<file path="src/rtl/piso_pkg.sv">
package piso_pkg;
   typedef enum logic {
      OP_LOAD  = 1'b0,
      OP_SHIFT = 1'b1
   } piso_op_e;

   typedef enum logic [1:0] {
      ACT_HOLD  = 2'd0,
      ACT_LOAD  = 2'd1,
      ACT_SHIFT = 2'd2,
      ACT_CLEAR = 2'd3
   } piso_act_e;

   function automatic piso_act_e piso_decide(input logic rst_n,
                                             input piso_op_e op,
                                             input logic edge_seen);
      if (!rst_n)               return ACT_CLEAR;
      else if (op == OP_LOAD)   return ACT_LOAD;
      else if (edge_seen)       return ACT_SHIFT;
      else                      return ACT_HOLD;
   endfunction
endpackage

</file>
<file path="src/rtl/piso_gated_edge.sv">
module piso_gated_edge #(
   parameter int SYNC_DEPTH = 2
) (
   input  logic clk,
   input  logic rst_n,
   input  logic sclk,
   input  logic sclk_inh,
   output logic rise_evt
);
   localparam int LAST = SYNC_DEPTH - 1;

   if (SYNC_DEPTH < 2) begin : g_bad_depth
      $error("piso_gated_edge: SYNC_DEPTH must be at least 2");
   end

   logic                  gated_raw;
   logic [SYNC_DEPTH-1:0] sync_q;
   logic                  hist_q;

   assign gated_raw = sclk | sclk_inh;

   for (genvar k = 0; k < SYNC_DEPTH; k++) begin : g_sync
      if (k == 0) begin : g_first
         always_ff @(posedge clk) begin
            if (!rst_n) sync_q[k] <= 1'b0;
            else        sync_q[k] <= gated_raw;
         end
      end else begin : g_next
         always_ff @(posedge clk) begin
            if (!rst_n) sync_q[k] <= 1'b0;
            else        sync_q[k] <= sync_q[k-1];
         end
      end
   end

   always_ff @(posedge clk) begin
      if (!rst_n) hist_q <= 1'b0;
      else        hist_q <= sync_q[LAST];
   end

   assign rise_evt = sync_q[LAST] & ~hist_q;
endmodule

</file>
<file path="src/rtl/piso_stage_chain.sv">
module piso_stage_chain
   import piso_pkg::*;
#(
   parameter int STAGES = 8
) (
   input  logic              clk,
   input  logic              rst_n,
   input  piso_op_e          op,
   input  logic              rise_evt,
   input  logic              ser_in,
   input  logic [STAGES-1:0] par_in,
   output logic [STAGES-1:0] stage_q
);
   if (STAGES < 2) begin : g_bad_stages
      $error("piso_stage_chain: STAGES must be at least 2");
   end

   piso_act_e act;
   assign act = piso_decide(rst_n, op, rise_evt);

   for (genvar i = 0; i < STAGES; i++) begin : g_stage
      logic shift_src;
      if (i == 0) begin : g_head
         assign shift_src = ser_in;
      end else begin : g_body
         assign shift_src = stage_q[i-1];
      end

      always_ff @(posedge clk) begin
         unique case (act)
            ACT_CLEAR: stage_q[i] <= 1'b0;
            ACT_LOAD:  stage_q[i] <= par_in[i];
            ACT_SHIFT: stage_q[i] <= shift_src;
            default:   stage_q[i] <= stage_q[i];
         endcase
      end
   end
endmodule

</file>
<file path="src/rtl/piso_shift_reg.sv">
module piso_shift_reg
   import piso_pkg::*;
#(
   parameter int STAGES     = 8,
   parameter int SYNC_DEPTH = 2
) (
   input  logic              clk,
   input  logic              rst_n,
   input  logic              shift_mode,
   input  logic              ser_in,
   input  logic              sclk,
   input  logic              sclk_inh,
   input  logic [STAGES-1:0] par_in,
   output logic              q_out,
   output logic              q_out_n
);
   localparam int TAIL = STAGES - 1;

   logic              shift_evt;
   logic [STAGES-1:0] stage_q;
   piso_op_e          op;

   assign op = shift_mode ? OP_SHIFT : OP_LOAD;

   piso_gated_edge #(.SYNC_DEPTH(SYNC_DEPTH)) u_edge (
      .clk      (clk),
      .rst_n    (rst_n),
      .sclk     (sclk),
      .sclk_inh (sclk_inh),
      .rise_evt (shift_evt)
   );

   piso_stage_chain #(.STAGES(STAGES)) u_chain (
      .clk      (clk),
      .rst_n    (rst_n),
      .op       (op),
      .rise_evt (shift_evt),
      .ser_in   (ser_in),
      .par_in   (par_in),
      .stage_q  (stage_q)
   );

   assign q_out   = stage_q[TAIL];
   assign q_out_n = ~stage_q[TAIL];
endmodule

</file>
<file path="config.mk">
export PLATFORM = sky130hd
export DESIGN_NAME = piso_shift_reg
export DESIGN_NICKNAME = d
export VERILOG_FILES = /design/src/rtl/piso_pkg.sv /design/src/rtl/piso_gated_edge.sv /design/src/rtl/piso_stage_chain.sv /design/src/rtl/piso_shift_reg.sv
export SDC_FILE = /design/constraint.sdc
export NUM_CORES = 1
export LEC_CHECK = 0
export ABC_CLOCK_PERIOD_IN_PS = 1200
export BUFFER_PORTS_ARGS = -buffer_cell sky130_fd_sc_hd__buf_2
export CELL_PAD_IN_SITES_DETAIL_PLACEMENT = 0
export CELL_PAD_IN_SITES_GLOBAL_PLACEMENT = 1
export CORE_UTILIZATION = 40
export CTS_BUF_LIST = sky130_fd_sc_hd__clkbuf_4
export DETAILED_ROUTE_END_ITERATION = 12
export GPL_TIMING_DRIVEN = 0
export PLACE_DENSITY = 0.77
export SYNTH_ARGS = -nofsm -noshare
export SYNTH_HDL_FRONTEND = slang
export SYNTH_SLANG_ARGS = --single-unit
</file>
<file path="constraint.sdc">
create_clock -name clk -period 1.2 [get_ports clk]
set_input_delay 0.18 -clock clk [delete_from_list [all_inputs] [get_ports clk]]
set_output_delay 0.18 -clock clk [all_outputs]
set_load 0.005 [all_outputs]
</file>
### Yosys cells after proc, flatten, opt, wreduce, memory -nomap -nowiden

Index checks and enable logic that the tools add are counted.

* add/subtract/negate cells: 0
* $mul: 0
* div/mod/pow operators: 0
* magnitude comparators: 0
* eq/ne operators: 3
* shift operators: 0
* mux-type cells: 12
* bitwise gates (word level): 4
* reduce and logical (&&, ||, !) cells: 1

Operators by type and width (count)
* 1-bit one-hot mux with 3 select lines: 8
* 2-bit two-way mux: 3
* 2-bit == test (second input constant): 2
* 3-bit nonzero test: 1
* 2-bit by 1-bit == test with 1-bit output (second input constant): 1
* 1-bit inverter: 2
* 1-bit bitwise AND: 1
* 1-bit two-way mux: 1
* 1-bit bitwise OR: 1

* bits in registers: 11
* bits in latches: 0
* bits in writable memories: 0
* bits in read-only memories: 0
* output and inout bits: 2
* memories kept: 0

### Longest topological paths before layout

Gate-level depths: netlist of run 1.

* depth in word-level cells: 7
* depth in mapped cells: 3
* gate-level depth less buffers: 2

### Hierarchy

Synthesis of run 1 repeated with hierarchy kept, for this count alone.

* cell total of the unflattened synthesis: 38
* area total of the unflattened synthesis: 514.2 sq um

Modules (own cells, without submodules)
* piso_stage_chain: times used 1, cells an instance 30, area an instance 421.7 sq um, sequential area each 240.2 sq um
* piso_gated_edge: times used 1, cells an instance 7, area an instance 88.8 sq um, sequential area each 60.1 sq um
* piso_shift_reg: times used 1, cells an instance 1, area an instance 3.8 sq um, sequential area each 0.0 sq um

### Worst setup path after synthesis of run 1

No wires, ideal clock.

* kind: register -> register
* start point: reg u_edge.sync_q[1]
* end point: reg u_chain.stage_q[0], in the netlist u_chain.g_stage[1].shift_src (enable)
* setup time: 0.328 ns
* arrival time: 0.710 ns
* setup slack: 0.162 ns
* stages on the path, launching flop included: 4
* period minus slack after synthesis: 1.038 ns
* cells stage by stage: dfxtp_1 buf_4 nand2b_1 nand3_1

* cells in the longest elaborated chain, start to end: 6
* elaborated cells on any way between the ends: 8
* those cells by class: 3 x eq/ne; 3 x mux; 1 x bitwise; 1 x reduce/logical

RTL lines
* from (decl): RTL line piso_gated_edge.sv:17 `logic [SYNC_DEPTH-1:0] sync_q;`
* from (signal, indexed assignment): RTL line piso_gated_edge.sv:31 `else sync_q[k] <= sync_q[k-1];`
* 1-bit bitwise AND *: RTL line piso_gated_edge.sv:41 `assign rise_evt = sync_q[LAST] & ~hist_q;`
* 2-bit two-way mux *: RTL line piso_pkg.sv:19 `else if (edge_seen) return ACT_SHIFT;`
* 2-bit two-way mux *: RTL line piso_pkg.sv:18 `else if (op == OP_LOAD) return ACT_LOAD;`
* 2-bit two-way mux *: RTL line piso_pkg.sv:17 `if (!rst_n) return ACT_CLEAR;`
* 2-bit == test or 2-bit by 1-bit == test with 1-bit output (tied branches): RTL line piso_stage_chain.sv:30 `unique case (act)`
* 3-bit nonzero test (no line) *
* to (signal, indexed assignment): RTL line piso_stage_chain.sv:32 `ACT_LOAD: stage_q[i] <= par_in[i];`
* to (signal, indexed assignment): RTL line piso_stage_chain.sv:33 `ACT_SHIFT: stage_q[i] <= shift_src;`
* to (signal, indexed assignment): RTL line piso_stage_chain.sv:34 `default: stage_q[i] <= stage_q[i];`
* to (decl): RTL line piso_stage_chain.sv:12 `output logic [STAGES-1:0] stage_q`

Mark *: on every way between the ends. The rest lies on a longest branch, timed or not.
A chain may end at the register's enable or synchronous reset.

### Worst setup path in the final report of run 1

* start point: reg u_edge.hist_q
* end point: reg u_chain.stage_q[3], in the netlist u_chain.g_stage[4].shift_src (enable)

* cells in the longest elaborated chain, start to end: 7
* elaborated cells on any way between the ends: 9
* those cells by class: 3 x eq/ne; 3 x mux; 2 x bitwise; 1 x reduce/logical

RTL lines
* from (decl): RTL line piso_gated_edge.sv:18 `logic hist_q;`
* from (signal assigned): RTL line piso_gated_edge.sv:38 `else hist_q <= sync_q[LAST];`
* 1-bit inverter *: RTL line piso_gated_edge.sv:41
* 1-bit bitwise AND *: RTL line piso_gated_edge.sv:41
* 2-bit two-way mux *: RTL line piso_pkg.sv:19
* 2-bit two-way mux *: RTL line piso_pkg.sv:18
* 2-bit two-way mux *: RTL line piso_pkg.sv:17
* 2-bit == test or 2-bit by 1-bit == test with 1-bit output (tied branches): RTL line piso_stage_chain.sv:30
* 3-bit nonzero test (no line) *

Marks and branches as above.

==> results of run 1 <==
[state kept, by name, indices dropped and copies added (netlist names)]
signal                     cells
u_chain.stage_q                1
u_edge.sync_q                  2
u_edge.hist_q                  1
u_chain.g_stage.shift_src      7
[path summary, 6_finish.rpt]
kind              slack (ns)                      endpoint        startpoint  cells past startpoint
setup / recovery        0.09  u_chain.g_stage[4].shift_src     u_edge.hist_q                      2
hold / removal          0.10              u_edge.sync_q[0]              sclk                      2
setup reg to reg        0.09  u_chain.g_stage[4].shift_src     u_edge.hist_q                      2
hold reg to reg         0.44              u_edge.sync_q[1]  u_edge.sync_q[0]                      1
[metrics by stage]
step                      hold slack [ns]  cells  setup TNS, ns
after floorplan                     0.290     44              0
after global placement              0.376     74          -1.39
after detailed placement            0.383     74          -1.59
after CTS                           0.104     78              0
after global routing               0.0970     78              0
final                               0.105     78              0
[worst max-delay path: stages (launching register included)]
cell	delay [ns]
dfxtp_1	0.45
nand2b_1	0.16
nand3_2	0.20
[per-layer routing]
| metal | vias to the layer above | track usage | share of wire |
|---|---|---|---|
| li1 | 200 | - | - |
| met1 | 191 | 0.239 | 0.49 |
| met2 | 11 | 0.208 | 0.46 |
| met3 | 4 | 0.0341 | 0.035 |
| met4 | 0 | 0.0776 | 0.019 |
| met5 | - | 0 | 0 |
[layout make-up]
cell class / count / share of cell area
tap: 15 / 0.0274
inverter: 1 / 0.00548
buffer: 3 / 0.0329
multi-input combinational: 29 / 0.342
timing repair buffer: 15 / 0.110
clock buffer: 4 / 0.0439
sequential: 11 / 0.439
[cell usage in the layout (no fill, tap or decap), drive strengths merged]
cell type,instances
and2,2
buf,17
nand2b,9
o21a,1
clkbuf,5
edfxtp,8
inv,1
dfxtp,3
nand4b,8
nand3,1
a21boi,8
[kinds of logic (layout without fill, tap and decap cells)]
kind of cell,Yosys count,after routing
flip-flops,11,11
buffers and inverters,4,23
AND/OR/NAND/NOR,20,20
AO/OA/AOI/OAI,9,9
[power by group through the flow]
| stage | clock (mW) | sequential, mW | combinational (mW) |
|---|---|---|---|
| 5_1_grt | 0.296 | 0.448 | 0.105 |
| 3_5_place_dp | 0 | 0.454 | 0.0945 |
| 4_1_cts | 0.282 | 0.445 | 0.0960 |
| 2_1_floorplan | 0 | 0.452 | 0.0533 |
| 6_report | 0.276 | 0.445 | 0.0943 |
| 3_3_place_gp | 0 | 0.453 | 0.0932 |
==> reports/qor.txt, run 1 <==
CP Data Arrival Time = 1.08 ns
CTS Hold Bufs = 0
Clk sink count = 11
Compound-cell area share of the yosys netlist = 0.122
Synth Instances = 44
Worst vdd ir = 0.773 mV
Number of fill cells = 127
Post-synthesis adder-cell area fraction = 0
Initial cell density of the core = 0.427
Share of layout cells above drive strength 1 = 0.460
Die Ht = 39.3 um
RSZ-0062 raised after global routing = no
Core Util, Final = 0.526
Final Skew = 0.00334 ns
Skew-Pair Late Insertion Delay = 0.27 ns
Pin count of the biggest net entering global routing = 11
Clock Tree Buf Depth = 2
Overall power = 0.815 mW
Number of synthesized flops with an enable pin = 8
Multi-input logic area = 234 um2
Gr usage total = 0.158
Post-synthesis xor/xnor area fraction = 0
Count of input and output buffers = 15
Post-detailed-route via-to-cell ratio = 5.21
Worst endpoint required time = 1.16 ns
Status = complete, no violations
Worst Setup End Kind = flop
Min Tclk post-route = 1.11 ns
Die width = 39.3 um
Via count = 406
H-tree level count = 1
Post-CTS Setup Bufs = 0
Synth Area in Simple Gates = 0.291
Final hold vios = 0
Largest family of logic cells by synthesized area = simple AND/OR/NAND/NOR gates
Detailed Route WL = 965 um
DR DRC count = 0
Design area = 684 um2
RePlAce Congestion = 0.661
Hold Crit Class = input pin to flop
YS warnings = 0
DP Worst Slack = -0.199 ns
ANT cells = 0
Clock Power Share = 0.338
Seq cells post-synth = 11
Final worst slack = 0.0856 ns
DRT antenna net count = 0
NetSw = 0.176 mW
Max-Cap Viols = 0
Setup crit start kind = flop
Internal Pwr Total = 0.639 mW
Rows = 13
CTS tree = built
Mux cell area share after synthesis = 0
Drt wl/cell = 12.4 um
Placed inst area = 649 um2
Logic pwr share = 0.116
Cell Area, Synth = 556 um2
Top Ports = 16
Initial antenna violation count = 0
Sequential Power Share = 0.546
Root buf cell = clkbuf_4
# resized after CTS = 1
Total Nets Final = 78
Die area = 0.00154 mm2
Sequential-to-total area share from yosys stat = 0.541
Crit Path Class = flop to flop
Vias in the first global route = 336
Post-synth top cells = a21boi_1 (8), edfxtp_1 (8), nand4b_1 (8), nand2b_2 (7), dfxtp_1 (3)
# setup viols final = 0
P&R area growth vs syn = 23.2%
Switching Share = 0.216
Worst-Margin Slew = 0.378 ns
Remaining global-route overflow = 0
Reg area = 300 um2
Max-slew violations = 0
Ys flop type = edfxtp_1
Worst-path clk slew = 0.07 ns
Max_slew headroom = 0.748
Period utilisation layout = 0.929
Cell taking the most area after synthesis = edfxtp_1
Synth area leaders = edfxtp_1 (43%), nand4b_1 (13%), nand2b_2 (11%)
Netlist cell types = 13
Synth Net Count = 58
Starting DRT DRC Count = 6
Async SR Flop Fraction = 0
Pre-Repair DR Iteration Count = 2
DP Wirelength = 647 um
First-pass GRT wire length = 1570 um
Mean Syn Cell Area = 12.6 um2
Inserted Clock Buffers = 3
Worst Path Max Fanout = 9
Core area = 0.00130 mm2
Cell Pwr Density = 1190 mW/mm2
Achievable Freq = 897 MHz
LEAKAGE = 0.268 nW
Top cell type's share of synthesized area = 0.432
No activity file was read; power rests on OpenSTA's default activity.
==> inputs of run 2 (changes only) <==
--- a/config.mk
+++ b/config.mk
@@ -5,13 +5,15 @@
 export SDC_FILE = /design/constraint.sdc
 export NUM_CORES = 1
 export LEC_CHECK = 0
+export ABC_AREA = 1
 export ABC_CLOCK_PERIOD_IN_PS = 1200
 export BUFFER_PORTS_ARGS = -buffer_cell sky130_fd_sc_hd__buf_2
 export CELL_PAD_IN_SITES_DETAIL_PLACEMENT = 0
 export CELL_PAD_IN_SITES_GLOBAL_PLACEMENT = 1
-export CORE_UTILIZATION = 40
+export CORE_UTILIZATION = 36
 export CTS_BUF_LIST = sky130_fd_sc_hd__clkbuf_4
 export DETAILED_ROUTE_END_ITERATION = 12
+export GPL_ROUTABILITY_DRIVEN = 0
 export GPL_TIMING_DRIVEN = 0
 export PLACE_DENSITY = 0.77
 export SYNTH_ARGS = -nofsm -noshare
==> run 2 against run 1 <==
  * Design area shrank 13%
  * Total power down 3.5%
  * Cell count increased by 5.1%
  * Critical path depth unchanged
  * Clock-buffer cell count unchanged
  * Clock skew grew 0.00078 ns
  * Combinational power fell by 24%
  * Setup slack better by 0.0077 ns
  * Maximum frequency is 0.70% higher
  * Clock power down 3%
  * Synthesized area decreased by 16%
  * Largest cell class unchanged
  * Largest power group unchanged
==> reports/qor.txt, run 2 <==
Number of synthesized flops with an enable pin = 8 (unchanged)
Async SR Flop Fraction = 0 (unchanged)
Max-Cap Viols = 0 (unchanged)
Mean Syn Cell Area = 9.58 um2 (was 12.6 um2)
DP Worst Slack = -0.126 ns (was -0.199 ns)
Post-synthesis xor/xnor area fraction = 0 (unchanged)
Via count = 367 (was 406)
CTS tree = built (unchanged)
Synth Area in Simple Gates = 0.301 (was 0.291)
CP cell instances = inv_1 -> o21ai_2 (was nand2b_1 -> nand3_2)
Worst-Margin Slew = 0.412 ns (was 0.378 ns)
CP Data Arrival Time = 1.03 ns (was 1.08 ns)
Mux cell area share after synthesis = 0 (unchanged)
Cell Area, Synth = 469 um2 (was 556 um2)
Synth Net Count = 63 (was 58)
Clock Tree Buf Depth = 2 (unchanged)
Cell Pwr Density = 1320 mW/mm2 (was 1190 mW/mm2)
Max-slew violations = 0 (unchanged)
DR DRC count = 0 (unchanged)
Commonest non-fill, non-tap cell in the layout = nand2_1 (was buf_2)
Compound-cell area share of the yosys netlist = 0.0107 (was 0.122)
Worst endpoint required time = 1.12 ns (was 1.16 ns)
Post-synth top cells = nand2_1 (19), edfxtp_1 (8), nand3_1 (8), inv_1 (4), dfxtp_1 (3) (was a21boi_1 (8), edfxtp_1 (8), nand4b_1 (8), nand2b_2 (7), dfxtp_1 (3))
CTS Hold Bufs = 0 (unchanged)
YS warnings = 0 (unchanged)
Pre-Repair DR Iteration Count = 2 (unchanged)
Root buf cell = clkbuf_4 (unchanged)
Largest family of logic cells by synthesized area = simple AND/OR/NAND/NOR gates (unchanged)
DP Wirelength = 546 um (was 647 um)
Remaining global-route overflow = 0 (unchanged)
Final worst slack = 0.0934 ns (was 0.0856 ns)
Post-synthesis adder-cell area fraction = 0 (unchanged)
Netlist cell types = 9 (was 13)
Status = complete, no violations (unchanged)
First-pass GRT wire length = 1360 um (was 1570 um)
Starting DRT DRC Count = 2 (was 6)
Top-count cell post-synth = nand2_1
Post-detailed-route via-to-cell ratio = 4.48 (was 5.21)
Slowest CP cell = o21ai_2 (was dfxtp_1)
Share of layout cells above drive strength 1 = 0.353 (was 0.460)
Final hold vios = 0 (unchanged)
Initial cell density of the core = 0.406 (was 0.427)
Worst Path Max Fanout = 8 (was 9)
H-tree level count = 1 (unchanged)
Internal Pwr Total = 0.619 mW (was 0.639 mW)
Setup crit start kind = flop (unchanged)
Max FFs per register = 7 (unchanged)
Core area = 0.00116 mm2 (was 0.00130 mm2)
Post-CTS Setup Bufs = 0 (unchanged)
Max_slew headroom = 0.725 (was 0.748)
Total Nets Final = 83 (was 78)
Detailed Route WL = 767 um (was 965 um)
Clk sink count = 11 (unchanged)
LEAKAGE = 0.306 nW (was 0.268 nW)
Top cell type's share of synthesized area = 0.512 (was 0.432)
Die area = 0.00145 mm2 (was 0.00154 mm2)
Setup TNS = 0 ns (unchanged)
DRT antenna net count = 0 (unchanged)
Commonest non-fill, non-tap cells in the layout = nand2_1 (19), buf_2 (15), nand3_1 (8), edfxtp_1 (8) (was buf_2 (15), nand4b_1 (8), a21boi_1 (8), edfxtp_1 (8), nand2b_2 (7))
Period utilisation layout = 0.922 (was 0.929)
ANT cells = 0 (unchanged)
Rows = 12 (was 13)
Crit Path Class = flop to flop (unchanged)
Achievable Freq = 904 MHz (was 897 MHz)
# setup viols final = 0 (unchanged)
Overall power = 0.787 mW (was 0.815 mW)
Synth Instances = 49 (was 44)
Worst hold stages = 3 (was 2)
Min Tclk post-route = 1.11 ns (about the same)
RSZ-0062 raised after global routing = no (unchanged)
Sequential Power Share = 0.567 (was 0.546)
Drt wl/cell = 9.35 um (was 12.4 um)
Clock Power Share = 0.342 (was 0.338)
Switching Share = 0.213 (was 0.216)
Worst-path clk slew = 0.06 ns (was 0.07 ns)
CP peak stage delay = 0.35 ns (was 0.45 ns)
Die Ht = 38.1 um (was 39.3 um)
Seq cells post-synth = 11 (unchanged)
Initial antenna violation count = 0 (unchanged)
Inserted Clock Buffers = 3 (unchanged)
Hold Crit Class = input pin to flop (unchanged)
Cell taking the most area after synthesis = edfxtp_1 (unchanged)
Ys flop type = edfxtp_1 (unchanged)
Worst vdd ir = 0.512 mV (was 0.773 mV)
Count of input and output buffers = 15 (unchanged)
Sequential-to-total area share from yosys stat = 0.640 (was 0.541)
R2R depth = 2 (unchanged)
Gr usage total = 0.149 (was 0.158)
Logic pwr share = 0.091 (was 0.116)
Top Ports = 16 (unchanged)
Synth area leaders = edfxtp_1 (51%), nand2_1 (15%), dfxtp_1 (13%) (was edfxtp_1 (43%), nand4b_1 (13%), nand2b_2 (11%))
P&R area growth vs syn = 26.9% (was 23.2%)
Worst Setup End Kind = flop (unchanged)
Worst hold margin = 0.118 ns (was 0.105 ns)
NetSw = 0.168 mW (was 0.176 mW)
Pin count of the biggest net entering global routing = 10 (was 11)
Skew-Pair Late Insertion Delay = 0.26 ns (was 0.27 ns)
Final Skew = 0.00412 ns (was 0.00334 ns)
Vias in the first global route = 340 (was 336)
Die width = 38.1 um (was 39.3 um)
## run 2: layout make-up
type | instances | area [um2]
fillers | 121 | 561
repair buffers | 15 | 75.1
clock buffers | 4 | 30.0
inverters | 6 | 22.5
well taps | 14 | 17.5
multi-input cells | 32 | 150
flip-flops and latches | 11 | 300
## run 2: power groups by stage
stage                     Combinational, mW  Clock [mW]  Sequential [mW]
final                                0.0717       0.269            0.446
after global routing                 0.0832       0.302            0.450
after detailed placement             0.0713           0            0.454
after CTS                            0.0726       0.281            0.446
after global placement               0.0707           0            0.454
after floorplan                      0.0355           0            0.453
## run 2: logic make-up (layout without fill, tap and decap cells)
| group | count (synthesis) | after routing |
|---|---|---|
| buffers and inverters | 6 | 25 |
| AO/OA/AOI/OAI | 1 | 1 |
| flip-flops | 11 | 11 |
| AND/OR/NAND/NOR | 31 | 31 |
## run 2: final timing paths
check                            endpoint  slack [ns]             start
max          u_chain.g_stage[4].shift_src        0.09  u_edge.sync_q[1]
min                      u_edge.sync_q[0]        0.12              sclk
max reg2reg  u_chain.g_stage[4].shift_src        0.09  u_edge.sync_q[1]
min reg2reg              u_edge.sync_q[1]        0.41  u_edge.sync_q[0]
## run 2: worst max-delay path: cells and delay by family, from the launching register on
| kind | cells | cell delay, ns |
|---|---|---|
| AOI/OAI and AO/OA | 1 | 0.35 |
| buffers and inverters | 1 | 0.08 |
| DFF | 1 | 0.33 |
## run 2: repair_timing
action,CTS,global route
gates resized for setup,1,0
endpoints found under the hold margin,0,0
endpoints found under the setup margin,8,0
## run 2: metal layers
metal  global-route usage  vias up  share of wire  routed length [um]
li1                     -      197              -                   -
met2                0.212       15           0.41                 316
met4                0.134        0          0.013                  10
met1                0.184      153           0.51                 389
met5                    0        -              0                   0
met3               0.0349        2          0.066                  51
## run 2: metrics by stage
| stage | instances | util | area [um2] |
|---|---|---|---|
| floorplan | 49 | - | 469 |
| CTS | 82 | 0.515 | 596 |
| finish | 82 | 0.515 | 596 |
| global placement | 78 | 0.486 | 562 |
| detailed placement | 78 | 0.486 | 562 |
| global route | 82 | 0.515 | 596 |
==> inputs of run 3 (changes only) <==
--- a/config.mk
+++ b/config.mk
@@ -16,6 +16,7 @@
 export GPL_ROUTABILITY_DRIVEN = 0
 export GPL_TIMING_DRIVEN = 0
 export PLACE_DENSITY = 0.77
+export RECOVER_POWER = 50
 export SYNTH_ARGS = -nofsm -noshare
 export SYNTH_HDL_FRONTEND = slang
 export SYNTH_SLANG_ARGS = --single-unit
==> run 3 against run 2 <==
  * Sequential cell count did not move
  * Clock-buffer cell count unchanged
  * Non-clock buffer count is the same
  * Combinational power down 2%
  * Sequential power about the same
  * Global-route usage did not move
  * Clock skew is the same
  * Total power down 0.24%
  * Clock power hardly changed
  * Die area unchanged
  * Setup slack improved by 0.019 ns
  * Maximum frequency grew 1.8%
  * Critical path type unchanged
  * Largest cell class unchanged
==> reports/qor.txt, run 3 (synthesis gave the netlist of run 2 again) <==
Status = complete, no violations (unchanged)
Post-detailed-route via-to-cell ratio = 4.49 (was 4.48)
Setup TNS = 0 ns (unchanged)
Core area = 0.00116 mm2 (unchanged)
Cell Pwr Density = 1330 mW/mm2 (was 1320 mW/mm2)
First-pass GRT wire length = 1360 um (unchanged)
CP Data Arrival Time = 1.01 ns (was 1.03 ns)
Worst endpoint required time = 1.12 ns (about the same)
Internal Pwr Total = 0.618 mW (was 0.619 mW)
Delay-heaviest family, CP = compound AO/OA/AOI/OAI gates (unchanged)
Max-slew violations = 0 (unchanged)
Pre-Repair DR Iteration Count = 2 (unchanged)
Remaining global-route overflow = 0 (unchanged)
Crit Reg-Reg Startpoint = u_edge.sync_q[1] (unchanged)
# setup viols final = 0 (unchanged)
Root buf cell = clkbuf_4 (unchanged)
NetSw = 0.166 mW (was 0.168 mW)
DR DRC count = 0 (unchanged)
CP peak stage delay = 0.35 ns (about the same)
Overall power = 0.785 mW (was 0.787 mW)
Design area = 591 um2 (was 596 um2)
Worst vdd ir = 0.512 mV (about the same)
Die area = 0.00145 mm2 (unchanged)
Achievable Freq = 920 MHz (was 904 MHz)
Inserted Clock Buffers = 3 (unchanged)
Die width = 38.1 um (unchanged)
Max-Cap Viols = 0 (unchanged)
Setup crit start kind = flop (unchanged)
Detailed Route WL = 761 um (was 767 um)
Worst Setup End Kind = flop (unchanged)
Worst Path Max Fanout = 8 (unchanged)
Die Ht = 38.1 um (unchanged)
Placed inst area = 562 um2 (unchanged)
Post-CTS Setup Bufs = 0 (unchanged)
Gr usage total = 0.149 (unchanged)
DP Wirelength = 546 um (unchanged)
R2R depth = 2 (unchanged)
Final hold vios = 0 (unchanged)
Initial cell density of the core = 0.406 (unchanged)
Period utilisation layout = 0.906 (was 0.922)
ANT cells = 0 (unchanged)
Rows = 12 (unchanged)
Crit Path Class = flop to flop (unchanged)
Vias in the first global route = 340 (unchanged)
Min-delay src = sclk (unchanged)
RSZ-0062 raised after global routing = no (unchanged)
Worst-path clk slew = 0.06 ns (about the same)
LEAKAGE = 0.306 nW (about the same)
P&R area growth vs syn = 25.9% (was 26.9%)
Clock Power Share = 0.343 (was 0.342)
Max FFs per register = 7 (unchanged)
Max_slew headroom = 0.724 (was 0.725)
Commonest non-fill, non-tap cells in the layout = nand2_1 (19), buf_2 (15), nand3_1 (8), edfxtp_1 (8) (unchanged)
Buf/Inv on CP = 1 (unchanged)
Via count = 368 (was 367)
Reg2reg end = u_chain.g_stage[4].shift_src (unchanged)
Worst-Margin Slew = 0.414 ns (was 0.412 ns)
Clock Tree Buf Depth = 2 (unchanged)
Hold Crit Class = input pin to flop (unchanged)
Skew-Pair Late Insertion Delay = 0.26 ns (about the same)
Pin count of the biggest net entering global routing = 10 (unchanged)
Final Skew = 0.00412 ns (unchanged)
Initial antenna violation count = 0 (unchanged)
DRT antenna net count = 0 (unchanged)
Slowest CP cell = o21ai_2 (unchanged)
Hold-critical path endpoint = u_edge.sync_q[0] (unchanged)
CTS tree = built (unchanged)
Share of layout cells above drive strength 1 = 0.353 (unchanged)
Min Tclk post-route = 1.09 ns (was 1.11 ns)
Drt wl/cell = 9.28 um (was 9.35 um)
Clk sink count = 11 (unchanged)
Starting DRT DRC Count = 1 (was 2)
CTS Hold Bufs = 0 (unchanged)
FF-to-FF setup slack = 0.11 ns (was 0.09 ns)
Commonest non-fill, non-tap cell in the layout = nand2_1 (unchanged)
Worst hold stages = 3 (unchanged)
Count of input and output buffers = 15 (unchanged)
Logic pwr share = 0.090 (was 0.091)
CP cell instances = inv_1 -> o21ai_2 (unchanged)
Switching Share = 0.212 (was 0.213)
H-tree level count = 1 (unchanged)
Top Ports = 16 (unchanged)
Total Nets Final = 83 (unchanged)
Sequential Power Share = 0.567 (about the same)
-- run 3: cell counts in the layout (fill, tap and decap cells not counted) --
Identical to the previous run, type by type.
-- run 3: how the worst max path moves through the flow --
stage | depth (start not counted) | slack [ns] | endpoint | startpoint
after floorplan | 2 | 0.03 | u_chain.g_stage[1].shift_src | u_edge.sync_q[1]
after global placement | 2 | -0.13 | u_chain.g_stage[3].shift_src | u_edge.sync_q[1]
after detailed placement | 2 | -0.13 | u_chain.g_stage[3].shift_src | u_edge.sync_q[1]
after CTS | 2 | 0.08 | u_chain.g_stage[4].shift_src | u_edge.sync_q[1]
after global routing | 2 | 0.02 | u_chain.g_stage[4].shift_src | u_edge.sync_q[1]
final | 2 | 0.11 | u_chain.g_stage[4].shift_src | u_edge.sync_q[1]
-- run 3: power groups by stage --
stage | clock (mW) | combinational, mW | sequential (mW)
after global routing | 0.302 | 0.0821 | 0.449
after floorplan | 0 | 0.0355 | 0.453
after global placement | 0 | 0.0707 | 0.454
final | 0.269 | 0.0703 | 0.445
after detailed placement | 0 | 0.0713 | 0.454
after CTS | 0.281 | 0.0726 | 0.446
-- run 3: final cells by class --
class,count,area [um2]
Multi-Input combinational cell,32,145
Timing Repair Buffer,15,75.1
Tap cell,14,17.5
Fill cell,121,566
Inverter,6,22.5
Clock buffer,4,30.0
Sequential cell,11,300
-- run 3: routing by layer --
layer  up-vias  global-route usage  routed length, um  part of all wire
li1        197                   -                  -                 -
met5         -                   0                  0                 0
met1       154               0.184                385              0.51
met4         0               0.134                 10             0.013
met3         2              0.0349                 51             0.067
met2        15               0.212                315              0.41
-- run 3: tightest hold or removal path: cells and delay by family --
kind	cells	cell delay, ns
buffers and inverters	1	0.07
AND/OR/NAND/NOR	2	0.09
-- run 3: metrics by stage --
step            util  instances  worst slack, ns  hold WS, ns
6_report       0.511         82            0.113        0.118
5_1_grt        0.511         82           0.0245        0.159
4_1_cts        0.515         82           0.0756        0.111
3_5_place_dp   0.486         78           -0.126        0.390
3_3_place_gp   0.486         78           -0.131        0.385
2_1_floorplan      -         49           0.0315        0.273
-- run 3: what timing repair did --
item / in CTS / in global routing
setup endpoints to repair: 8 / 0
gates resized for setup: 1 / 0
endpoints found under the hold margin: 0 / 0
